==> src/rtl/isr_pkg.sv <==
`timescale 1ns/1ps
package isr_pkg;

  // Fixed-point scale used while building table entries at elaboration time
  localparam int SCALE_BITS = 28;

  // Floor of the square root of a 64-bit value, one result bit per step
  function automatic longint unsigned isqrt_u64(input longint unsigned v);
    longint unsigned rem;
    longint unsigned res;
    longint unsigned trial;
    rem = v;
    res = 64'd0;
    for (int i = 31; i >= 0; i--) begin
      trial = (res << (i + 1)) + (64'd1 << (2 * i));
      if (rem >= trial) begin
        rem = rem - trial;
        res = res | (64'd1 << i);
      end
    end
    return res;
  endfunction

  // Table entry for upper-fraction index hi_idx and exponent parity odd,
  // rounded to nearest with cw fraction bits (M up to 7)
  function automatic longint unsigned coef_calc(input int m, input int cw,
                                                input int hi_idx, input bit odd);
    longint unsigned den;
    longint unsigned root;
    longint unsigned inv;
    longint unsigned p3;
    longint unsigned p5;
    longint unsigned p7;
    longint unsigned acc;
    den  = (64'd1 << m) + longint'(hi_idx);
    root = isqrt_u64((64'd1 << (m + 2 * SCALE_BITS)) / den);   // X1^-1/2
    inv  = (64'd1 << (m + SCALE_BITS)) / den;                   // X1^-1
    p3   = (root * inv) >> SCALE_BITS;
    p5   = (p3 * inv) >> SCALE_BITS;
    p7   = (p5 * inv) >> SCALE_BITS;
    acc  = p3 - ((64'd3 * p5) >> (m + 2)) + ((64'd33 * p7) >> (2 * m + 6));
    if (odd)
      acc = (acc * isqrt_u64(64'd1 << (2 * SCALE_BITS - 1))) >> SCALE_BITS;
    acc = (acc + (64'd1 << (SCALE_BITS - cw - 1))) >> (SCALE_BITS - cw);
    return acc;
  endfunction

endpackage

==> src/rtl/isr_coef_rom.sv <==
`timescale 1ns/1ps
module isr_coef_rom #(
  parameter int M  = 4,
  parameter int CW = 14
) (
  input  logic [M:0]    addr,
  output logic [CW-1:0] coef
);
  localparam int ENTRIES = 2 ** (M + 1);

  logic [CW-1:0] tbl [ENTRIES];

  // Address LSB is the exponent parity, the rest is x1..xM
  for (genvar g = 0; g < ENTRIES; g++) begin : g_entry
    localparam logic [CW-1:0] ENTRY =
      CW'(isr_pkg::coef_calc(M, CW, g / 2, (g % 2) == 1));
    assign tbl[g] = ENTRY;
  end

  assign coef = tbl[addr];
endmodule

==> src/rtl/isr_operand_mod.sv <==
`timescale 1ns/1ps
module isr_operand_mod #(
  parameter int FW = 23,
  parameter int M  = 4,
  parameter int NX = 12
) (
  input  logic [FW-1:0] frac,
  output logic [NX:0]   xmod
);
  localparam int LOW_W = NX - M - 2;   // inverted tail width

  function automatic logic [NX:0] modify(input logic [FW-1:0] f);
    logic split_bit;
    split_bit = f[FW-M-1];
    return {1'b1, f[FW-1 -: M], ~split_bit, split_bit, ~f[FW-M-2 -: LOW_W]};
  endfunction

  assign xmod = modify(frac);

  logic unused_low;
  assign unused_low = ^frac[FW-NX:0];
endmodule

==> src/rtl/isr_trunc_mul.sv <==
`timescale 1ns/1ps
module isr_trunc_mul #(
  parameter int AW   = 13,
  parameter int BW   = 14,
  parameter int RW   = 15,
  parameter int KEEP = 4
) (
  input  logic [AW-1:0] a,
  input  logic [BW-1:0] b,
  output logic [RW-1:0] p
);
  localparam int PW   = AW + BW;
  localparam int DROP = PW - RW;
  localparam int CUT  = DROP - KEEP;
  localparam logic [PW-1:0] COL_MASK = ~((PW'(1) << CUT) - PW'(1));
  localparam logic [PW-1:0] BIAS     = PW'(1) << (DROP - 1);

  logic [PW-1:0] row [AW];
  logic [PW-1:0] acc;

  // Each row keeps only the columns at or above CUT
  for (genvar j = 0; j < AW; j++) begin : g_row
    assign row[j] = a[j] ? ((PW'(b) << j) & COL_MASK) : '0;
  end

  always_comb begin
    acc = BIAS;
    for (int j = 0; j < AW; j++) acc = acc + row[j];
  end

  assign p = acc[PW-1:DROP];

  logic unused_tail;
  assign unused_tail = ^acc[DROP-1:0];
endmodule

==> src/rtl/isr_seed_gen.sv <==
`timescale 1ns/1ps
module isr_seed_gen #(
  parameter int FW   = 23,
  parameter int M    = 4,
  parameter int NX   = 12,
  parameter int CW   = 14,
  parameter int RF   = 14,
  parameter int KEEP = 4
) (
  input  logic          clk,
  input  logic          rst_n,
  input  logic          in_valid,
  input  logic [FW-1:0] in_frac,
  input  logic          in_exp_lsb,
  output logic          out_valid,
  output logic [RF:0]   out_r
);
  localparam int AW = NX + 1;
  localparam int RW = RF + 1;

  // Stage 0 combinational: table address, coefficient, modified operand
  logic [M:0]    rom_addr;
  logic [CW-1:0] coef_now;
  logic [AW-1:0] xmod_now;

  assign rom_addr = {in_frac[FW-1 -: M], in_exp_lsb};

  isr_coef_rom #(.M(M), .CW(CW)) u_rom (
    .addr (rom_addr),
    .coef (coef_now)
  );

  isr_operand_mod #(.FW(FW), .M(M), .NX(NX)) u_mod (
    .frac (in_frac),
    .xmod (xmod_now)
  );

  // Stage 1 registers
  logic          s1_valid;
  logic          s1_odd;
  logic [CW-1:0] s1_coef;
  logic [AW-1:0] s1_xmod;

  always_ff @(posedge clk) begin
    if (!rst_n) begin
      s1_valid <= 1'b0;
      s1_odd   <= 1'b0;
      s1_coef  <= '0;
      s1_xmod  <= '0;
    end else begin
      s1_valid <= in_valid;
      if (in_valid) begin
        s1_odd  <= in_exp_lsb;
        s1_coef <= coef_now;
        s1_xmod <= xmod_now;
      end
    end
  end

  // Stage 2: truncated multiply and result register
  logic [RW-1:0] prod;

  isr_trunc_mul #(.AW(AW), .BW(CW), .RW(RW), .KEEP(KEEP)) u_mul (
    .a (s1_xmod),
    .b (s1_coef),
    .p (prod)
  );

  always_ff @(posedge clk) begin
    if (!rst_n) begin
      out_valid <= 1'b0;
      out_r     <= '0;
    end else begin
      out_valid <= s1_valid;
      if (s1_valid) out_r <= prod;
    end
  end
endmodule

==> config.mk <==
export PLATFORM = sky130hd
export DESIGN_NAME = isr_seed_gen
export DESIGN_NICKNAME = d
export VERILOG_FILES = /design/src/rtl/isr_pkg.sv /design/src/rtl/isr_coef_rom.sv /design/src/rtl/isr_operand_mod.sv /design/src/rtl/isr_trunc_mul.sv /design/src/rtl/isr_seed_gen.sv
export SDC_FILE = /design/constraint.sdc
export NUM_CORES = 1
export LEC_CHECK = 0
export ABC_AREA = 1
export CORE_UTILIZATION = 63
export CTS_CLUSTER_DIAMETER = 40
export DETAILED_ROUTE_END_ITERATION = 8
export PLACE_DENSITY = 0.9
export SLEW_MARGIN = 0
export SYNTH_ARGS = -nofsm -noshare
export SYNTH_HDL_FRONTEND = slang
export SYNTH_HIERARCHICAL = 1
export SYNTH_SLANG_ARGS = --single-unit
==> constraint.sdc <==
create_clock -name clk -period 5.6 [get_ports clk]
set_input_delay 1.68 -clock clk [delete_from_list [all_inputs] [get_ports clk]]
set_output_delay 1.68 -clock clk [all_outputs]
set_load 0.1 [all_outputs]
==> Yosys cells after proc, flatten, opt, wreduce, memory -nomap -nowiden <==
Memory sizes are Yosys's and may differ from the RTL's. A register that Yosys moved wholly into a read port is not among the register bits.
Cells that the tools add are included.
{ "totals": {"n_memories": 1, "output_inout_bits": 16, "mem_bits_ro": 448, "ff_bits": 30, "word_cells": 35, "inputBits": 27} }
{ "memory_table": {"columns": ["name", "words", "word_bits", "read_ports", "rd_clocked_by_memory_dff", "write_ports", "line", "text"], "rows": [
  ["(name not given)", 32, 14, 1, 1, 0, "isr_coef_rom.sv:20", "assign coef = tbl[addr];"]
]} }
{ "op_classes": {"mux": 13, "add_sub_neg": 13, "bitwise": 3, "n_reduce_logical": 1} }
{ "op_table": {"columns": ["op", "count"], "rows": [
  ["$add 27x27->27", 3],
  ["$add 12x27->27 const A", 1],
  ["$add 27x18->27", 1],
  ["$add 27x19->27", 1],
  ["$add 27x20->27", 1],
  ["$add 27x21->27", 1],
  ["$add 27x22->27", 1],
  ["$add 27x23->27", 1],
  ["$add 27x24->27", 1],
  ["$add 27x25->27", 1],
  ["$add 27x26->27", 1],
  ["$mux 26", 1],
  ["$mux 25", 1],
  ["$mux 24", 1],
  ["$mux 23", 1],
  ["$mux 22", 1],
  ["$mux 21", 1],
  ["$mux 20", 1],
  ["$mux 19", 1],
  ["$mux 18", 1],
  ["$mux 17", 1],
  ["$mux 16", 1],
  ["$mux 15", 1],
  ["$mux 14", 1],
  ["other kinds (4)", 4]
]} }

==> Longest topological paths before layout <==
Gate-level depths: netlist of run 1.
{ "depth": {"word_depth": 14, "depth_mapped": 27, "mapped_depth_nobuf": 27} }

==> By module <==
Netlist of run 1, hierarchy kept.
{ "modules_own_cells": {"columns": ["mod", "cells_each", "area_each_um2", "instances"], "rows": [
  ["isr_trunc_mul", 643, 4770.8, 1],
  ["isr_seed_gen", 272, 1931.9, 1],
  ["isr_coef_rom", 150, 759.5, 1],
  ["isr_operand_mod", 14, 75.1, 1]
]} }

==> Worst setup path before layout of run 1 <==
OpenSTA, ideal clock, no wires.
{ "synth_path": {"path_kind": "reg2reg", "start": "register s1_xmod[6]", "end": "register out_r[7]", "slack_ns": 0.762, "n_path_buf": 1, "stages_incl_launch_ff": 23, "synth_period_minus_slack_ns": 4.838, "arrival_time_ns": 4.773, "cell_sequence": "dfxtp_1 -> clkbuf_1 -> nand2_1 -> fa_1 -> inv_1 -> fa_1 -> fa_1 -> fa_1 -> fa_1 -> inv_1 -> nor2_1 -> nand2_1 -> fa_1 -> o21ai_2 -> nand2_1 -> nand2_2 -> nand2_1 -> nand2_1 -> xor2_1 -> inv_1 -> nand2_1 -> nand2_1 -> nor2_1"} }
{ "synth_between": {"elab_chain_len": 8} }
{ "synth_lines": {"columns": ["item", "line", "text"], "rows": [
  ["start: declaration", "isr_seed_gen.sv:42", "logic [AW-1:0] s1_xmod;"],
  ["start signal: assignment", "isr_seed_gen.sv:55", "s1_xmod <= xmod_now;"],
  ["$mux 20", "isr_trunc_mul.sv:23", "assign row[j] = a[j] ? ((PW'(b) << j) & COL_MASK) : '0;"],
  ["$add 27x20->27", "isr_trunc_mul.sv:28", "for (int j = 0; j < AW; j++) acc = acc + row[j];"],
  ["$add 27x21->27", "isr_trunc_mul.sv:28", null],
  ["$add 27x22->27", "isr_trunc_mul.sv:28", null],
  ["$add 27x23->27", "isr_trunc_mul.sv:28", null],
  ["$add 27x24->27", "isr_trunc_mul.sv:28", null],
  ["$add 27x25->27", "isr_trunc_mul.sv:28", null],
  ["$add 27x26->27", "isr_trunc_mul.sv:28", null],
  ["named net prod[7]", "isr_seed_gen.sv:61", "logic [RW-1:0] prod;"],
  ["end signal: assignment", "isr_seed_gen.sv:75", "if (s1_valid) out_r <= prod;"],
  ["end: declaration", "isr_seed_gen.sv:16", "output logic [RF:0] out_r"]
]} }
The timed path passes the listed nets, and every way through them passes these cells.
A chain may end at the register's enable or synchronous reset.

==> Worst setup path in the final report of run 1 <==
{ "layout_path": {"start": "register s1_coef[8]", "end": "register out_r[13]"} }
{ "layout_between": {"elab_chain_len": 14, "elab_cells_between_ends": 26, "cone_classes": "add/sub: 13; mux: 13"} }
{ "layout_lines": {"columns": ["item", "line", "text"], "rows": [
  ["start: declaration", "isr_seed_gen.sv:41", "logic [CW-1:0] s1_coef;"],
  ["$mux 14", "isr_trunc_mul.sv:23", null],
  ["$add 12x27->27", "isr_trunc_mul.sv:28", null],
  ["$add 27x27->27 (3 in a row)", "isr_trunc_mul.sv:28", null],
  ["$add 27x18->27", "isr_trunc_mul.sv:28", null],
  ["$add 27x19->27", "isr_trunc_mul.sv:28", null],
  ["$add 27x20->27", "isr_trunc_mul.sv:28", null],
  ["$add 27x21->27", "isr_trunc_mul.sv:28", null],
  ["$add 27x22->27", "isr_trunc_mul.sv:28", null],
  ["$add 27x23->27", "isr_trunc_mul.sv:28", null],
  ["$add 27x24->27", "isr_trunc_mul.sv:28", null],
  ["$add 27x25->27", "isr_trunc_mul.sv:28", null],
  ["$add 27x26->27 *", "isr_trunc_mul.sv:28", null],
  ["named net prod[13]", "isr_seed_gen.sv:61", null]
]} }
Mark *: on every way through the listed nets, which the timed path passes. The rest lies on a longest branch.

==> results of run 1 <==
==> cells in the mapped netlist (all sizes together) <==
library cell	number
nand2	343
inv	266
fa	111
nor2	105
ha	53
nand3	53
dfxtp	44
buf	29
clkbuf	22
a21oi	14
o21ai	10
xor2	10
a21o	4
nor3	3
o211ai	3
nand4	2
o21bai	2
xnor2	2
a21boi	1
and2	1
conb	1
==> worst min-delay path by stage <==
| stage | start | end | slack, ns | cells after the start |
|---|---|---|---|---|
| floorplan | s1_coef[3] | s1_coef[3] | 0.46 | 2 |
| global placement | out_r[8] | out_r[8] | 0.46 | 2 |
| detailed placement | out_r[12] | out_r[12] | 0.46 | 2 |
| CTS | out_r[12] | out_r[12] | 0.47 | 2 |
| global route | out_r[12] | out_r[12] | 0.48 | 2 |
| finish | out_r[12] | out_r[12] | 0.47 | 2 |
==> power breakdown <==
| group | internal, W | total [W] | switching (W) |
|---|---|---|---|
| clock network | 0.000212 | 0.000353 | 0.000141 |
| registers | 0.000339 | 0.000389 | 0.0000499 |
| logic | 0.000284 | 0.000791 | 0.000507 |
| total | 0.000836 | 0.00153 | 0.000697 |
==> kinds of logic (layout without fill, tap and decap cells) <==
kind of cell	count (synthesis)	in the layout	synth area share [%]
buffers and inverters	317	320	17.7
adder cells (fa/ha/maj)	164	164	38.3
XOR/XNOR	12	12	1.39
other	1	1	0.0498
AO/OA/AOI/OAI	34	34	2.71
flip-flops	44	44	11.7
AND/OR/NAND/NOR	507	507	28.1
==> stage by stage <==
step | power, W | setup slack (ns) | util [%] | hold WS, ns | cell area [um^2]
4_1_cts | 0.00153 | 0.258 | 69.2 | 0.471 | 7970
2_1_floorplan | 0.00101 | 0.762 | - | 0.456 | 7540
5_1_grt | 0.00166 | 0.0267 | 69.2 | 0.483 | 7970
3_3_place_gp | 0.00114 | 0.393 | 67.7 | 0.460 | 7800
6_report | 0.00153 | 0.249 | 69.2 | 0.471 | 7970
3_5_place_dp | 0.00118 | 0.276 | 67.7 | 0.462 | 7800
==> critical path, stage by stage, from the launching register on <==
cell and delay [ns]:
sky130_fd_sc_hd__dfxtp_1 0.58, sky130_fd_sc_hd__buf_4 0.22, sky130_fd_sc_hd__buf_4 0.14, sky130_fd_sc_hd__nand2_1 0.08
sky130_fd_sc_hd__fa_1 0.49, sky130_fd_sc_hd__fa_1 0.47, sky130_fd_sc_hd__fa_1 0.51, sky130_fd_sc_hd__inv_1 0.05
sky130_fd_sc_hd__fa_1 0.53, sky130_fd_sc_hd__inv_1 0.05, sky130_fd_sc_hd__fa_1 0.53, sky130_fd_sc_hd__inv_1 0.04
sky130_fd_sc_hd__ha_1 0.34, sky130_fd_sc_hd__a21oi_1 0.25, sky130_fd_sc_hd__nor2_1 0.08, sky130_fd_sc_hd__nor2_1 0.20
sky130_fd_sc_hd__inv_1 0.10, sky130_fd_sc_hd__a21oi_1 0.19, sky130_fd_sc_hd__nand2_1 0.07, sky130_fd_sc_hd__nand2_1 0.06
sky130_fd_sc_hd__nand2_1 0.04, sky130_fd_sc_hd__inv_1 0.04, sky130_fd_sc_hd__nand2_1 0.04, sky130_fd_sc_hd__nand2_1 0.09
sky130_fd_sc_hd__nor2_1 0.04
==> layer usage <==
metal  global-route usage (%)  vias up
li1                         -     3082
met1                     35.3     3035
met2                     51.8      253
met3                     3.10       49
met4                     11.7        0
met5                        0        -
==> state kept, by name, indices dropped and copies added (netlist names) <==
name and count:
out_r 15, s1_xmod 13, out_valid 1, s1_valid 1, s1_coef 14
==> layout by cell type (no fill, tap or decap) <==
| cell type | synthesis | final |
|---|---|---|
| sky130_fd_sc_hd__o21ai_1 | 2 | 2 |
| sky130_fd_sc_hd__clkdlybuf4s50_1 | 0 | 29 |
| sky130_fd_sc_hd__buf_4 | 7 | 16 |
| sky130_fd_sc_hd__nand3_2 | 1 | 1 |
| sky130_fd_sc_hd__nand4_1 | 2 | 2 |
| sky130_fd_sc_hd__clkbuf_16 | 0 | 5 |
| sky130_fd_sc_hd__xor2_1 | 10 | 10 |
| sky130_fd_sc_hd__o211ai_1 | 3 | 3 |
| sky130_fd_sc_hd__nand3_1 | 52 | 52 |
| sky130_fd_sc_hd__fa_1 | 111 | 111 |
| sky130_fd_sc_hd__nor2_4 | 1 | 1 |
| sky130_fd_sc_hd__conb_1 | 1 | 1 |
| sky130_fd_sc_hd__a21o_1 | 3 | 3 |
| sky130_fd_sc_hd__clkinvlp_4 | 0 | 1 |
| sky130_fd_sc_hd__a21boi_2 | 1 | 1 |
| sky130_fd_sc_hd__o21bai_1 | 2 | 2 |
| sky130_fd_sc_hd__nor3_1 | 3 | 3 |
| sky130_fd_sc_hd__nor2_1 | 81 | 81 |
| sky130_fd_sc_hd__dfxtp_2 | 0 | 4 |
| sky130_fd_sc_hd__nand2_1 | 315 | 315 |
| sky130_fd_sc_hd__inv_6 | 1 | 2 |
| sky130_fd_sc_hd__o21ai_0 | 7 | 7 |
| sky130_fd_sc_hd__bufinv_16 | 0 | 1 |
| sky130_fd_sc_hd__xnor2_1 | 2 | 2 |
| sky130_fd_sc_hd__inv_1 | 263 | 263 |
| sky130_fd_sc_hd__dfxtp_1 | 44 | 40 |
| sky130_fd_sc_hd__a21o_2 | 1 | 1 |
| sky130_fd_sc_hd__nand2_2 | 28 | 28 |
| sky130_fd_sc_hd__buf_2 | 9 | 1 |
| sky130_fd_sc_hd__o21ai_2 | 1 | 1 |
| sky130_fd_sc_hd__and2_1 | 1 | 1 |
| sky130_fd_sc_hd__ha_1 | 53 | 53 |
| sky130_fd_sc_hd__nor2_2 | 23 | 23 |
| sky130_fd_sc_hd__inv_2 | 2 | 2 |
| sky130_fd_sc_hd__a21oi_1 | 14 | 14 |
==> final cells by class <==
class / count / area share (%)
clock buffer: 5 / 1.57
sequential: 44 / 11.1
clock inverter: 3 / 0.581
timing repair buffer: 46 / 5.21
multi-input combinational: 718 / 66.7
tap: 143 / 2.24
inverter: 266 / 12.6
==> repair_timing <==
item | CTS | global route
endpoints found under the setup margin | 0 | 2
setup buffers | 0 | 0
gates resized for setup | 0 | 4
hold endpoints to repair | 0 | 0
==> run summary, run 1 <==
The layout overhead on the synthesized area is 5.79%, and the area occupied by multi-input gates is 0.00532 mm^2. Launching element type of the critical path: a flip-flop. The tools report the endpoint of the most critical register-to-register path as out_r[13]. Uppermost layer routed: met4.

The relative slew slack was 32.8%. In this run the worst setup path begins at s1_coef[8]. TritonCTS built the clock tree.

VDD sags by at most 0.129 mV. Number of max-capacitance violations reported: 0. For the worst setup skew after layout, the log shows 0.0108 ns.

The tools report the post-synthesis sequential area ratio as 11.7%. In this run the remaining antenna-violating nets after routing total 0. Number of antenna violations at the first check in global routing: 0. Summing over every cut layer, the via total after detailed routing is 6419.

In the finished design, the share of the clock period the worst path needs comes to 95.6%. The flip-flop and latch count after synthesis works out to 44. After the last flow step, the layout net total stands at 1272. The clock period could shrink to 5.35 ns. The floorplan step set the die width to 111 um. The run gives 6532 as the via count of the first global-routing pass. The total of warnings raised by yosys came out at 6. Setup repair after global routing left no endpoint under its margin. The required time at the worst-slack endpoint came out at 5.78 ns. Counting the fill cells in the layout gives 908. The run gives 6.76 mm as the total routed wire length on the met1 layer.

Setup violations remaining at the end of the flow were counted as 0. The total power divided by cell area came out at 192 mW/mm^2. Clock tree root buffer cell: sky130_fd_sc_hd__clkbuf_16. A synthesized cell averages 6.99 um^2. The final instance count without filler cells was 1225. Synthesis instantiated 33 different standard cells from the library. The maximum clock path buffer count is 2, and the maximum fanout along the worst path is 8. For the number of hold violations in the final report, the log shows 0.

STA classifies the critical path endpoint as a flip-flop. For this run, the total global-route usage over all layers was measured as 28.8%. Synthesis produced a netlist with a net count of 1270. The post-detailed-route via-to-cell ratio is 5.24, and the slew at the pin with the worst max-slew slack is 1.01 ns.

Number of antenna repair diodes: 0. The worst register-to-register path begins at s1_coef[8]. The type of the worst min-delay path is flip-flop to flip-flop.

The first global-routing pass estimated 28.9 mm of wire. The detailed-routing iteration count for the pre-antenna-repair pass was 5. Cell type contributing the most total cell area after synthesis: sky130_fd_sc_hd__fa_1. The met3 routed wirelength was 923 um; the wire length per cell after detailed routing was 13.6 um.

The deepest level of the CTS H-tree is 2, and the aggregate routed wire length is 16.6 mm. The clock latency on the worst-skew pair was 0.30 ns; the pin count of the biggest net entering global routing was 56. For this design the top-level I/O count stands at 43. By area the synthesized netlist is led by sky130_fd_sc_hd__fa_1 29%, sky130_fd_sc_hd__nand2_1 16%, sky130_fd_sc_hd__inv_1 13%. Wire segments on met2 add up to 8.36 mm in the final route.

The cell depth of the worst flop-to-flop path came out at 24. The run gives 886 um^2 as the sequential standard cell area. The core region area is 0.0115 mm^2.

The height of the die was 111 um; the final global-route overflow total was 0. The leakage dissipation is 4.76 nW. The number of placed instances, taps included, is 1217.

The tools report the number of standard cells after synthesis as 1079. The share of layout cells above drive strength 1 was 8.13%. The HPWL after detailed placement is 12.6 mm. After synthesis, the largest area contributor takes up 29.5% of total cell area.

The logs give 0 for the post-route DRC violation count and 65.4% for the initial standard-cell utilization of the core. At the end of routability-driven placement, the weighted congestion stood at 0.910. The post-CTS clock slew at the launch and capture registers of the worst setup and hold paths was 0.07 ns. The logs give 0.0124 mm^2 for the floorplan die area and 559 for the number of DRC violations after detailed-routing iteration 0. The floorplan has 39 rows. Buffers inserted to repair hold after CTS numbered 0. The critical path class was flip-flop to flip-flop. The clock drives 44 sinks. In this run the worst setup path terminates at out_r[13]. For the flop-to-flop setup slack, the log shows 0.25 ns.

The run finished with clean final reports. Timing would allow up to 187 MHz. Summing every instance area after synthesis gives 0.00754 mm^2. For the total negative slack for setup checks, the log shows 0 ns. In this run, CTS created clock tree buffers numbering 5. Critical path arrival: 5.54 ns. Buffers placed on the I/O ports in this run total 30. Max-slew violation total from the final report: 0.
No activity file was read; power rests on OpenSTA's default activity.
==> run 2: changes to the inputs <==
CORE_UTILIZATION = 45   (was 63)
PLACE_DENSITY = 0.69   (was 0.9)
==> run summary, run 2 (same netlist as run 1, synthesis figures left out) <==
For the via count of the first global-routing pass, the log shows 6145. The routed design could run at a clock period as short as 5.23 ns. The post-route standard cell area excluding fillers was 0.00809 mm^2; the count of instances resized after the clock tree is built was 0. out_r holds more flip-flops than any other register.

In the routed layout, each cell is associated on average with a via count of 4.74. The analysis attributes to cell leakage a power of 4.78 nW. The aggregate routed wire length is 15.8 mm. The portion of total power attributed to sequential cells was 25.9%. The clock reaches the later pin of the worst-skew pair after 0.30 ns. In the global route stage, overall resource usage came out at 19.9%.

The number of antenna violations at the first check in global routing is 0, and the layout overhead on the synthesized area is 7.37%. Setup repair after global routing left no endpoint under its margin. The worst setup path is captured at a flip-flop.

For this design, the CTS-stage hold fixing added 0 buffers. The critical path arrival is 5.42 ns. IR analysis of the VDD net gives a maximum drop of 0.113 mV. The number of buffers added by the clock tree synthesis step came out at 5.

The worst setup path is launched from a flip-flop. The tools report the worst setup skew after layout as 0.00716 ns. The clock tree root buffer cell was sky130_fd_sc_hd__clkbuf_16.

The min-delay analysis places its worst path in the category flip-flop to flip-flop. For this block, the initial DRC count from the detailed router was 393. For this run, the top clock speed supported by timing is 191 MHz.

The share of layout cells above drive strength 1 is 8.29%. The run gives 0 as the max-slew violation total from the final report. Entering global routing, the biggest net connects 56 pins. The tools report the number of max-capacitance violations reported as 0.

Buffers added to address setup during post-CTS repair amount to 0. The number of flip-flops under the largest register name came out at 15. For the worst setup path, the data required time is 5.79 ns.

The run gives 1276 as the number of nets in the layout. Most frequent standard cell in the layout excluding fill and tap cells: sky130_fd_sc_hd__nand2_1. The logs give 0.309 ns for the worst setup slack before clock tree synthesis and 1302 for the final instance count without filler cells.

The number of buffers added on ports is 30. The tools report the final weighted congestion in routability-driven placement as 0.862. Initial standard-cell utilization of the core: 46.8%. In this run the worst path has a maximum fanout of 10.

The repair_antennas step left the layout with diodes totalling 0. Final setup slack of the worst path: 0.373 ns. For this run, design rule violations remaining after detail routing come to 0.

The run gives 51.0% as the combinational share of power. The largest registers in the layout are out_r x15, s1_coef x14, s1_xmod x13. Registers take 883 um^2. The floorplan step set the die height to 131 um. Power spread over the standard cell area amounts to 187 mW/mm^2. The first global-routing pass estimated 28.2 mm of wire.

Once placement finished, the instance area stood at 0.00792 mm^2. The placed wire-length estimate came out at 12.5 mm. For the internal power of the cells, the log shows 0.000835 W. The run gives 2 as the maximum clock path buffer count. Total negative slack for setup checks: 0 ns. Net switching is 44.8% of the power. Dividing the final minimum period by the clock period gives 93.3%.

The top cell types in the final layout, fill and taps aside, are 315 x sky130_fd_sc_hd__nand2_1, 263 x sky130_fd_sc_hd__inv_1, 111 x sky130_fd_sc_hd__fa_1. For this design the top-level I/O count stands at 43. The floorplan step set the die width to 131 um. The logs give 0 for the number of hold violations in the final report and 0 for the final global-route overflow total.

The tools report the total vias in the final route as 6177. The pre-antenna-repair detailed-routing pass consisted of 5 iterations. The H-tree was split into 2 levels. The run finished with clean final reports. The count of clock tree sinks came out at 44. The run gives 0 as the number of nets with antenna violations after routing. The wire length per cell after detailed routing was 12.1 um; the part of the power in the clock network was 23.1%.

The area occupied by multi-input gates was 0.00532 mm^2. The setup path with the least slack is of type flip-flop to flip-flop. The filler cells instantiated in the layout total 1693. The setup-violating endpoint count in the final report is 0, and the relative slew slack is 27.1%. At the pin with the least slew margin, the transition time is 1.09 ns. The net switching power figure is 0.000679 W. The initialized floorplan defines 46 standard-cell rows. TritonCTS built the clock tree.

Clock-pin slew was measured on the worst setup and hold paths at 0.07 ns. The post-placement cell count is 1294, and the core region area is 0.0161 mm^2. For the floorplan die area, the log shows 0.0173 mm^2.
[run 2: cell count changes in the layout (fill, tap and decap cells not counted)]
cell	previous run	this run
sky130_fd_sc_hd__buf_4	16	20
sky130_fd_sc_hd__dfxtp_1	40	42
sky130_fd_sc_hd__dfxtp_2	4	2
[run 2: power groups by stage]
stage                     Sequential, W  Combinational (W)  Clock (W)
final                          0.000391           0.000772   0.000350
after global routing           0.000397           0.000894   0.000374
after CTS                      0.000390           0.000783   0.000360
after detailed placement       0.000397           0.000777          0
after global placement         0.000397           0.000764          0
after floorplan                0.000440           0.000568          0
[run 2: cell type report]
cell class                 instances  share of cell area (%)
inverter                         266                    12.4
clock buffer                       5                    1.55
sequential                        44                    10.9
timing repair buffer              50                    5.50
tap                              216                    3.34
clock inverter                     3                   0.572
multi-input combinational        718                    65.7
[run 2: final timing paths]
path | startpoint | endpoint | slack (ns) | depth (start not counted)
worst max-delay path | s1_coef[7] | out_r[13] | 0.37 | 21
worst min-delay path | out_r[4] | out_r[4] | 0.47 | 2
worst max register to register | s1_coef[7] | out_r[13] | 0.37 | 21
worst min register to register | out_r[4] | out_r[4] | 0.47 | 2
[run 2: per-layer routing]
layer  GRT usage, %  wire length, um
met1           26.2             7230
met2           34.4             7640
met3           2.20              614
met4           5.81              311
met5              0                0
[run 2: critical path: stages (launching register included)]
cell and delay, ns:
sky130_fd_sc_hd__dfxtp_1 0.64, sky130_fd_sc_hd__nand2_1 0.14, sky130_fd_sc_hd__fa_1 0.50, sky130_fd_sc_hd__fa_1 0.51, sky130_fd_sc_hd__inv_1 0.05, sky130_fd_sc_hd__fa_1 0.50
sky130_fd_sc_hd__fa_1 0.52, sky130_fd_sc_hd__fa_1 0.54, sky130_fd_sc_hd__inv_1 0.04, sky130_fd_sc_hd__nor2_1 0.18, sky130_fd_sc_hd__nand2_1 0.10, sky130_fd_sc_hd__fa_1 0.46
sky130_fd_sc_hd__o21ai_2 0.24, sky130_fd_sc_hd__nand2_1 0.10, sky130_fd_sc_hd__nand2_2 0.10, sky130_fd_sc_hd__nand3_1 0.11, sky130_fd_sc_hd__nand3_1 0.11, sky130_fd_sc_hd__nand2_1 0.05
sky130_fd_sc_hd__inv_1 0.04, sky130_fd_sc_hd__nand2_1 0.04, sky130_fd_sc_hd__nand2_1 0.09, sky130_fd_sc_hd__nor2_1 0.04
[run 2: through the flow]
step	hold WS, ns	util [%]	power [W]
3_5_place_dp	0.462	49.1	0.00117
2_1_floorplan	0.456	-	0.00101
5_1_grt	0.492	50.2	0.00167
3_3_place_gp	0.460	49.1	0.00116
6_report	0.468	50.2	0.00151
4_1_cts	0.472	50.2	0.00153
